`src/rtl/mcf_pkg.sv`:
```
`timescale 1ns/1ps
package mcf_pkg;
    localparam int ADDR_BYTES = 6;
    localparam int AW         = ADDR_BYTES * 8;
    localparam logic [7:0] GATE_ON = 8'h7F;

    typedef enum logic [1:0] {
        K_ADDR = 2'd0,
        K_MASK = 2'd1,
        K_GATE = 2'd2,
        K_NONE = 2'd3
    } cfg_kind_e;

    typedef enum logic [1:0] {
        S_IDLE   = 2'd0,
        S_MATCH  = 2'd1,
        S_REPORT = 2'd2,
        S_HOLD   = 2'd3
    } seq_state_e;

    // Byte 0 sits in the top eight bits.
    function automatic logic [AW-1:0] preset_addr(input int f);
        case (f)
            0:       return 48'h01_00_00_00_00_00;
            1:       return 48'h01_80_C2_00_00_01;
            3:       return 48'hFF_FF_FF_FF_FF_FF;
            default: return '0;
        endcase
    endfunction

    function automatic logic [AW-1:0] preset_mask(input int f);
        case (f)
            0:       return 48'h01_00_00_00_00_00;
            1, 3:    return 48'hFF_FF_FF_FF_FF_FF;
            default: return '0;
        endcase
    endfunction

    function automatic logic preset_en(input int f);
        return (f == 0) || (f == 1) || (f == 3);
    endfunction
endpackage

```
`src/rtl/mcf_cfg_bank.sv`:
```
`timescale 1ns/1ps
module mcf_cfg_bank
    import mcf_pkg::*;
#(
    parameter int NUM_FILT = 4,
    localparam int FW = (NUM_FILT > 1) ? $clog2(NUM_FILT) : 1
) (
    input  logic                           clk,
    input  logic                           rst_n,
    input  logic                           cfg_we,
    input  logic [FW-1:0]                  cfg_filt,
    input  logic [1:0]                     cfg_kind,
    input  logic [2:0]                     cfg_byte,
    input  logic [7:0]                     cfg_data,
    output logic [NUM_FILT-1:0][AW-1:0]    addr_o,
    output logic [NUM_FILT-1:0][AW-1:0]    mask_o,
    output logic [NUM_FILT-1:0]            en_o
);
    for (genvar f = 0; f < NUM_FILT; f++) begin : g_filt
        localparam logic [FW-1:0] FID = FW'(f);
        localparam logic [AW-1:0] A0  = preset_addr(f);
        localparam logic [AW-1:0] M0  = preset_mask(f);
        localparam logic          E0  = preset_en(f);

        logic [AW-1:0] addr_q;
        logic [AW-1:0] mask_q;
        logic          en_q;

        always_ff @(posedge clk or negedge rst_n) begin
            if (!rst_n) begin
                addr_q <= A0;
                mask_q <= M0;
                en_q   <= E0;
            end else if (cfg_we && (cfg_filt == FID)) begin
                if ((cfg_kind == K_GATE) && (cfg_byte == 3'd0))
                    en_q <= (cfg_data == GATE_ON);
                for (int b = 0; b < ADDR_BYTES; b++) begin
                    if (cfg_byte == 3'(b)) begin
                        if (cfg_kind == K_ADDR) addr_q[AW-1-8*b -: 8] <= cfg_data;
                        if (cfg_kind == K_MASK) mask_q[AW-1-8*b -: 8] <= cfg_data;
                    end
                end
            end
        end

        assign addr_o[f] = addr_q;
        assign mask_o[f] = mask_q;
        assign en_o[f]   = en_q;
    end
endmodule

```
`src/rtl/mcf_byte_rule.sv`:
```
`timescale 1ns/1ps
module mcf_byte_rule
    import mcf_pkg::*;
#(
    parameter int NUM_FILT = 4
) (
    input  logic [NUM_FILT-1:0][AW-1:0] addr_i,
    input  logic [NUM_FILT-1:0][AW-1:0] mask_i,
    input  logic [2:0]                  byte_idx,
    input  logic [7:0]                  data_i,
    output logic [NUM_FILT-1:0]         match_o
);
    for (genvar f = 0; f < NUM_FILT; f++) begin : g_rule
        logic [7:0] a_sel;
        logic [7:0] m_sel;
        logic       eq;

        always_comb begin
            a_sel = '0;
            m_sel = '0;
            for (int b = 0; b < ADDR_BYTES; b++) begin
                if (byte_idx == 3'(b)) begin
                    a_sel = addr_i[f][AW-1-8*b -: 8];
                    m_sel = mask_i[f][AW-1-8*b -: 8];
                end
            end
            eq = (((data_i ^ a_sel) & m_sel) == 8'h00);
        end

        assign match_o[f] = eq;
    end
endmodule

```
`src/rtl/mcf_seq.sv`:
```
`timescale 1ns/1ps
module mcf_seq
    import mcf_pkg::*;
#(
    parameter int NUM_FILT = 4
) (
    input  logic                clk,
    input  logic                rst_n,
    input  logic                rx_valid,
    input  logic                rx_sof,
    input  logic                rx_lsb,
    input  logic [NUM_FILT-1:0] match_i,
    input  logic [NUM_FILT-1:0] en_i,
    output logic [2:0]          byte_idx,
    output logic                res_valid,
    output logic [NUM_FILT-1:0] res_hits,
    output logic                res_accept
);
    localparam logic [2:0] LAST = 3'(ADDR_BYTES - 1);

    seq_state_e          state_q, state_d;
    logic [2:0]          idx_q;
    logic [NUM_FILT-1:0] hit_q;
    logic                start;

    assign start    = rx_valid && rx_sof;
    assign byte_idx = rx_sof ? 3'd0 : idx_q;

    // State register
    always_ff @(posedge clk or negedge rst_n) begin
        if (!rst_n) state_q <= S_IDLE;
        else        state_q <= state_d;
    end

    // Transitions: start, last_byte, retire, wait
    always_comb begin
        state_d = state_q;
        unique case (state_q)
            S_IDLE:   if (start) state_d = S_MATCH;
            S_MATCH:  if (start) state_d = S_MATCH;
                      else if (rx_valid && (idx_q == LAST)) state_d = S_REPORT;
            S_REPORT: state_d = start ? S_MATCH : S_HOLD;
            S_HOLD:   if (start) state_d = S_MATCH;
            default:  state_d = S_IDLE;
        endcase
    end

    // Byte chain
    always_ff @(posedge clk or negedge rst_n) begin
        if (!rst_n) begin
            idx_q <= '0;
            hit_q <= '0;
        end else if (start) begin
            idx_q <= 3'd1;
            hit_q <= match_i & en_i & {NUM_FILT{rx_lsb}};
        end else if (rx_valid && (state_q == S_MATCH)) begin
            idx_q <= idx_q + 3'd1;
            hit_q <= hit_q & match_i;
        end
    end

    // Outputs
    always_comb begin
        res_valid  = (state_q == S_REPORT);
        res_hits   = res_valid ? (hit_q & en_i) : '0;
        res_accept = |res_hits;
    end
endmodule

```
`src/rtl/mcast_dest_filter.sv`:
```
`timescale 1ns/1ps
module mcast_dest_filter
    import mcf_pkg::*;
#(
    parameter int NUM_FILT = 4,
    localparam int FW = (NUM_FILT > 1) ? $clog2(NUM_FILT) : 1
) (
    input  logic                clk,
    input  logic                rst_n,
    input  logic                cfg_we,
    input  logic [FW-1:0]       cfg_filt,
    input  logic [1:0]          cfg_kind,
    input  logic [2:0]          cfg_byte,
    input  logic [7:0]          cfg_data,
    input  logic                rx_valid,
    input  logic                rx_sof,
    input  logic [7:0]          rx_data,
    output logic                res_valid,
    output logic [NUM_FILT-1:0] res_hits,
    output logic                res_accept
);
    logic [NUM_FILT-1:0][AW-1:0] filt_addr;
    logic [NUM_FILT-1:0][AW-1:0] filt_mask;
    logic [NUM_FILT-1:0]         filt_en;
    logic [NUM_FILT-1:0]         byte_match;
    logic [2:0]                  cur_idx;

    mcf_cfg_bank #(.NUM_FILT(NUM_FILT)) u_bank (
        .clk(clk), .rst_n(rst_n), .cfg_we(cfg_we), .cfg_filt(cfg_filt),
        .cfg_kind(cfg_kind), .cfg_byte(cfg_byte), .cfg_data(cfg_data),
        .addr_o(filt_addr), .mask_o(filt_mask), .en_o(filt_en)
    );

    mcf_byte_rule #(.NUM_FILT(NUM_FILT)) u_rule (
        .addr_i(filt_addr), .mask_i(filt_mask), .byte_idx(cur_idx),
        .data_i(rx_data), .match_o(byte_match)
    );

    mcf_seq #(.NUM_FILT(NUM_FILT)) u_seq (
        .clk(clk), .rst_n(rst_n), .rx_valid(rx_valid), .rx_sof(rx_sof),
        .rx_lsb(rx_data[0]), .match_i(byte_match), .en_i(filt_en),
        .byte_idx(cur_idx), .res_valid(res_valid), .res_hits(res_hits),
        .res_accept(res_accept)
    );
endmodule

```
`config.mk`:
```
export PLATFORM = sky130hd
export DESIGN_NAME = mcast_dest_filter
export DESIGN_NICKNAME = d
export VERILOG_FILES = /design/src/rtl/mcf_pkg.sv /design/src/rtl/mcf_cfg_bank.sv /design/src/rtl/mcf_byte_rule.sv /design/src/rtl/mcf_seq.sv /design/src/rtl/mcast_dest_filter.sv
export SDC_FILE = /design/constraint.sdc
export NUM_CORES = 1
export LEC_CHECK = 0
export BUFFER_PORTS_ARGS = -buffer_cell sky130_fd_sc_hd__buf_2
export CORE_ASPECT_RATIO = 0.9
export CORE_UTILIZATION = 34
export CTS_CLUSTER_SIZE = 14
export DETAILED_ROUTE_END_ITERATION = 10
export PLACE_DENSITY = 0.56
export SETUP_SLACK_MARGIN = 0.2
export SLEW_MARGIN = 20
export SYNTH_ARGS = -nofsm -noshare
export SYNTH_HDL_FRONTEND = slang
export SYNTH_SLANG_ARGS = --single-unit
```
`constraint.sdc`:
```
create_clock -name clk -period 3 [get_ports clk]
set_input_delay 0.6 -clock clk [delete_from_list [all_inputs] [get_ports clk]]
set_output_delay 0.6 -clock clk [all_outputs]
set_load 0.03 [all_outputs]
```
# Word level (Yosys, flattened, before mapping)
# Index checks and enable logic that the tools add are counted.
# classes
addsub,1
reduce_logical,73
mux,59
bitwise_logic,12
eq_ne,22
order_cmp,0
mul,0
div,0
shift,0
# ops
operator,count
$mux W8,48
$reduce_and A3 Y1,48
$and A8 B8 Y8,4
$logic_not A8 Y1,4
$xor A8 B8 Y8,4
$and A4 B4 Y4,4
$eq A3 B3 Y1 const B,5
$eq A3 B2 Y1 const B,4
$mux W4,3
$eq A2 B2 Y1 const B,5
$reduce_and A2 Y1,5
$mux W3,3
$eq A8 B7 Y1 const B,1
$logic_and A1 B1 Y1,8
$mux W2,4
$eq A2 B1 Y1 const B,3
$eq A3 B1 Y1 const B,2
$logic_not A2 Y1,3
$logic_not A3 Y1,2
$pmux W2 S3,1
$reduce_or A4 Y1,1
$add A3 B1 Y3 const B,1
$ne A3 B1 Y1 const B,1
$ne A2 B1 Y1 const B,1
other kinds (2),2
# totals
ramBits,0
word_cells,222
mem_count,0
latchBits,0
mem_bits_ro,0
reg_bits,397
output_inout_bits,6

# Longest topological paths before layout
# depth
depth_word,14
depth_mapped,11

# Hierarchy
# From an unflattened synthesis, not the netlist that was laid out.
# hier_totals
cells_unflattened,1524
area_unflattened_um2,20317.0
# modules_own_cells
mod,instances,area_per_inst_um2,cells_each
mcf_cfg_bank,1,15477.3,925
mcf_byte_rule,1,4310.4,543
mcf_seq,1,529.3,56

# Worst setup path after synthesis
# No wires, ideal clock.
# synth_path
kind,reg-to-output
from,register u_seq.state_q[0]
to,output res_accept
t_arrival_ns,1.772
n_path_buf,0
path_slack_ns,0.628
path_stages_with_launch,5
cell_sequence,dfrtp_1 inv_1 ha_1 and3_1 or4_1
# synth_via
elab_chain_len,3
# synth_lines
item,line_no,text
from (decl),mcf_seq.sv:21,"seq_state_e state_q, state_d;"
from (signal assigned),mcf_seq.sv:32,else state_q <= state_d;
$eq A2 B2 Y1,mcf_seq.sv:64,res_valid = (state_q == S_REPORT);
net res_valid,mcast_dest_filter.sv:18,"output logic res_valid,"
$mux W4,mcf_seq.sv:65,res_hits = res_valid ? (hit_q & en_i) : '0;
net res_hits[3],mcast_dest_filter.sv:19,"output logic [NUM_FILT-1:0] res_hits,"
$reduce_or A4 Y1,mcf_seq.sv:66,res_accept = |res_hits;
to (decl),mcast_dest_filter.sv:20,output logic res_accept
# The timed path passes the listed nets, and every way through them passes these cells.

# Worst setup path in the final report
# layout_path
from,register u_seq.state_q[1]
to,output res_accept
# layout_via
elab_chain_len,3
# layout_lines
item,line_no
$eq A2 B2 Y1,mcf_seq.sv:64
$mux W4,mcf_seq.sv:65
$reduce_or A4 Y1,mcf_seq.sv:66
# Every way passes these cells.

==> flow_summary.ini <==
[run_status]
status = finished with violations
violations = hold timing

[logic_synthesis]
syn_inst = 1691
yosys_register_bits = 397
ys_top_cells_by_area = dfrtp_1, mux2_2, dfstp_2, a21oi_1, o21ai_0
netlist_area_um2 = 19700
synth_top_area_share_pct = 30.7
synth_largest_area_cell = dfrtp_1
ys.warnings.count = 0
ys_seq_area_share_pct = 51.4
synth_flop_cell = dfrtp_1
synth_edf_count = 0
synth-async-reset-ratio_pct = 100
synth.net_count = 1724
ys_types = 79
syn_avg_cell_area_um2 = 11.7

[sta]
worst_hold_slack_ns = -0.0138
setup_tns_ns = 0
max_freq_ghz = 0.364
fin_skew_ns = 0.0238
rsz0062_at_grt = false
fin_crit_sh_pct = 91.7
slew_viol_final = 0
hold_viol = 3
final-setup-viol-count = 0
fin_crit_ns = 2.75
tightest_slew_ns = 0.819
relSlewSlack_pct = 45.4

[floorplanning]
die_y_um = 230
core-area_um2 = 57100
start_util_pct = 34.5
die_x_um = 256
io-pin-count = 34
core.rowCount = 83
die-area_um2 = 58900

[route]
wirelength_mm = 65.2
via_count = 14800
post_drt_wl_per_cell_um = 25.2
via_per_inst = 5.73
drc = 0
dr.pass1.iters = 6
drtAntennaViolNets = 0
drtIter0Drc = 1183

[global_routing]
grt_max_degree = 81
grt_usage_pct = 22.2
grt_pass1_vias = 14900
antenna_found_initial = 2
overflow = 0
grt_pass1_wl_mm = 98.8

[layout]
layout-drive-gt1-share_pct = 46.1
area_growth_syn_to_layout_pct = 17.6
regArea_um2 = 10100
fillers = 5465
nets = 1818
final_util_pct = 40.6
multi_input_area_um2 = 8940
n_antenna_cell = 0
stdcell_area_um2 = 23200

[worst_setup_path]
start_kind = register
crit_required_ns = 2.40
critPathKind = register to output pin
end_kind = output pin
crit_arrival_ns = 2.15
path_max_fanout = 6

[placement]
gp_congestion = 0.956
numPortBuffers = 33
dpl_cell_area_um2 = 21500
dp_hpwl_mm = 44.7

[power_and_ir_drop]
leakage_nw = 10.1
powerDensity_nw_per_um2 = 752
fin_total_pwr_mw = 17.4
ir_drop_mv = 0.378

[clock_tree]
clockBufferDepth = 3
cts_tree = built
cts.root.buffer_cell = clkbuf_16
clk_latency_ns = 0.60
path_clk_slew_ns = 0.06
postCtsHoldBufs = 0
htreeDepth = 2
clock-sinks = 397
cts_inserted_buffers = 44

[flow_run]
drv_cap = 0

[min_path]
hold_path_class = input port to asynchronous set/reset pin
final timing paths:
check	cells past startpoint	from	slack (ns)	end
setup / recovery	4	u_seq.state_q[1]	0.25	res_accept
hold / removal	1	rst_n	-0.01	u_bank.g_filt[1].addr_q[33]
setup reg to reg	10	u_seq.idx_q[0]	0.29	u_seq.hit_q[0]
hold reg to reg	1	u_bank.g_filt[2].mask_q[39]	0.50	u_bank.g_filt[2].mask_q[39]
max in group asynchronous	2	rst_n	2.06	u_bank.g_filt[3].addr_q[33]
min in group clk	2	cfg_data[1]	0.40	u_bank.g_filt[1].mask_q[33]
flip-flops by register name, summed over array words and instances, names as in the netlist:
name	flops
u_bank.g_filt.addr_q	192
u_bank.g_filt.en_q	4
u_bank.g_filt.mask_q	192
u_seq.hit_q	4
u_seq.idx_q	3
u_seq.state_q	2
worst max-delay path: stages (launching register included):
cell,delay (ns)
dfrtp_1,0.40
ha_2,0.24
and3_1,0.22
or4_1,0.52
buf_2,0.19
final cells by class:
cell class              count  share of cell area [%]
flip-flops and latches    397                    43.7
clock buffers              64                    5.73
repair buffers            183                    6.33
clock inverters            18                    1.31
inverters                  10                   0.173
well taps                 765                    4.13
multi-input cells        1149                    38.6
repair_timing:
| item | in CTS | in global routing |
|---|---|---|
| setup buffers | 1 | 0 |
| gates cloned | 0 | 0 |
| endpoints found under the setup margin | 1 | 2 |
| gates resized for setup | 1 | 2 |
layout by cell type (no fill, tap or decap), drive strengths merged, types with 14 or more instances in the layout:
cell / instances
mux2: 388
dfrtp: 242
buf: 183
dfstp: 155
a21oi: 105
o21ai: 105
nand2: 101
nor2: 81
clkbuf: 64
o22ai: 54
a221oi: 28
nand2b: 27
o32ai: 24
o21a: 20
nor3: 18
or2: 14
a31oi: 14
power by group:
group / total [mW] / internal (mW) / switching (mW)
Combinational: 5.00 / 1.96 / 3.04
Clock: 6.09 / 3.76 / 2.33
Sequential: 6.34 / 5.95 / 0.386
Total: 17.4 / 11.7 / 5.76
kinds of logic after synthesis:
group	share of synthesized area (%)
compound gates	14.0
flops	51.4
mux	22.4
simple gates	7.63
buf+inv	3.37
xor+xnor	0.889
fa+ha+maj	0.317
metrics by stage:
stage	hold WS, ns	worst slack [ns]	cells
final	-0.0138	0.250	2586
after global routing	0.0477	0.212	2586
after CTS	0.0439	0.245	2586
after detailed placement	0.485	0.183	2503
after global placement	0.480	0.158	2503
after floorplan	0.304	0.628	1691
routing by layer:
layer  vias to the layer above  routed length [µm]  GRT usage, %
met5                         -                   9             0
met4                         2                1590          6.87
met3                        97                4850          4.94
met2                       571               28500          33.1
met1                      7729               30200          31.9
li1                       6413                   -             -
synth_stat cells (4+ instances only):
cell and n:
nor2b_1 13, a2bb2oi_1 4, a211oi_1 13, nand3_1 5, buf_6 7, dfstp_2 155, nor2_2 4, nor2_1 77
nand3b_1 5, or2_2 14, a21boi_0 5, o21a_1 20, xnor2_1 13, ha_1 5, xor2_1 7, a31oi_1 14
clkbuf_1 77, o21ai_0 103, a221oi_1 27, a22oi_1 8, a21oi_1 105, inv_1 7, buf_2 46, o22a_1 5
mux2i_1 4, o22ai_1 54, mux2_2 388, and3_1 8, nand2_1 101, dfrtp_1 242, nand2b_1 27, o32ai_1 23
o2111ai_1 6, nor3_1 18, o221ai_1 5
(Power assumes the default switching activity.)
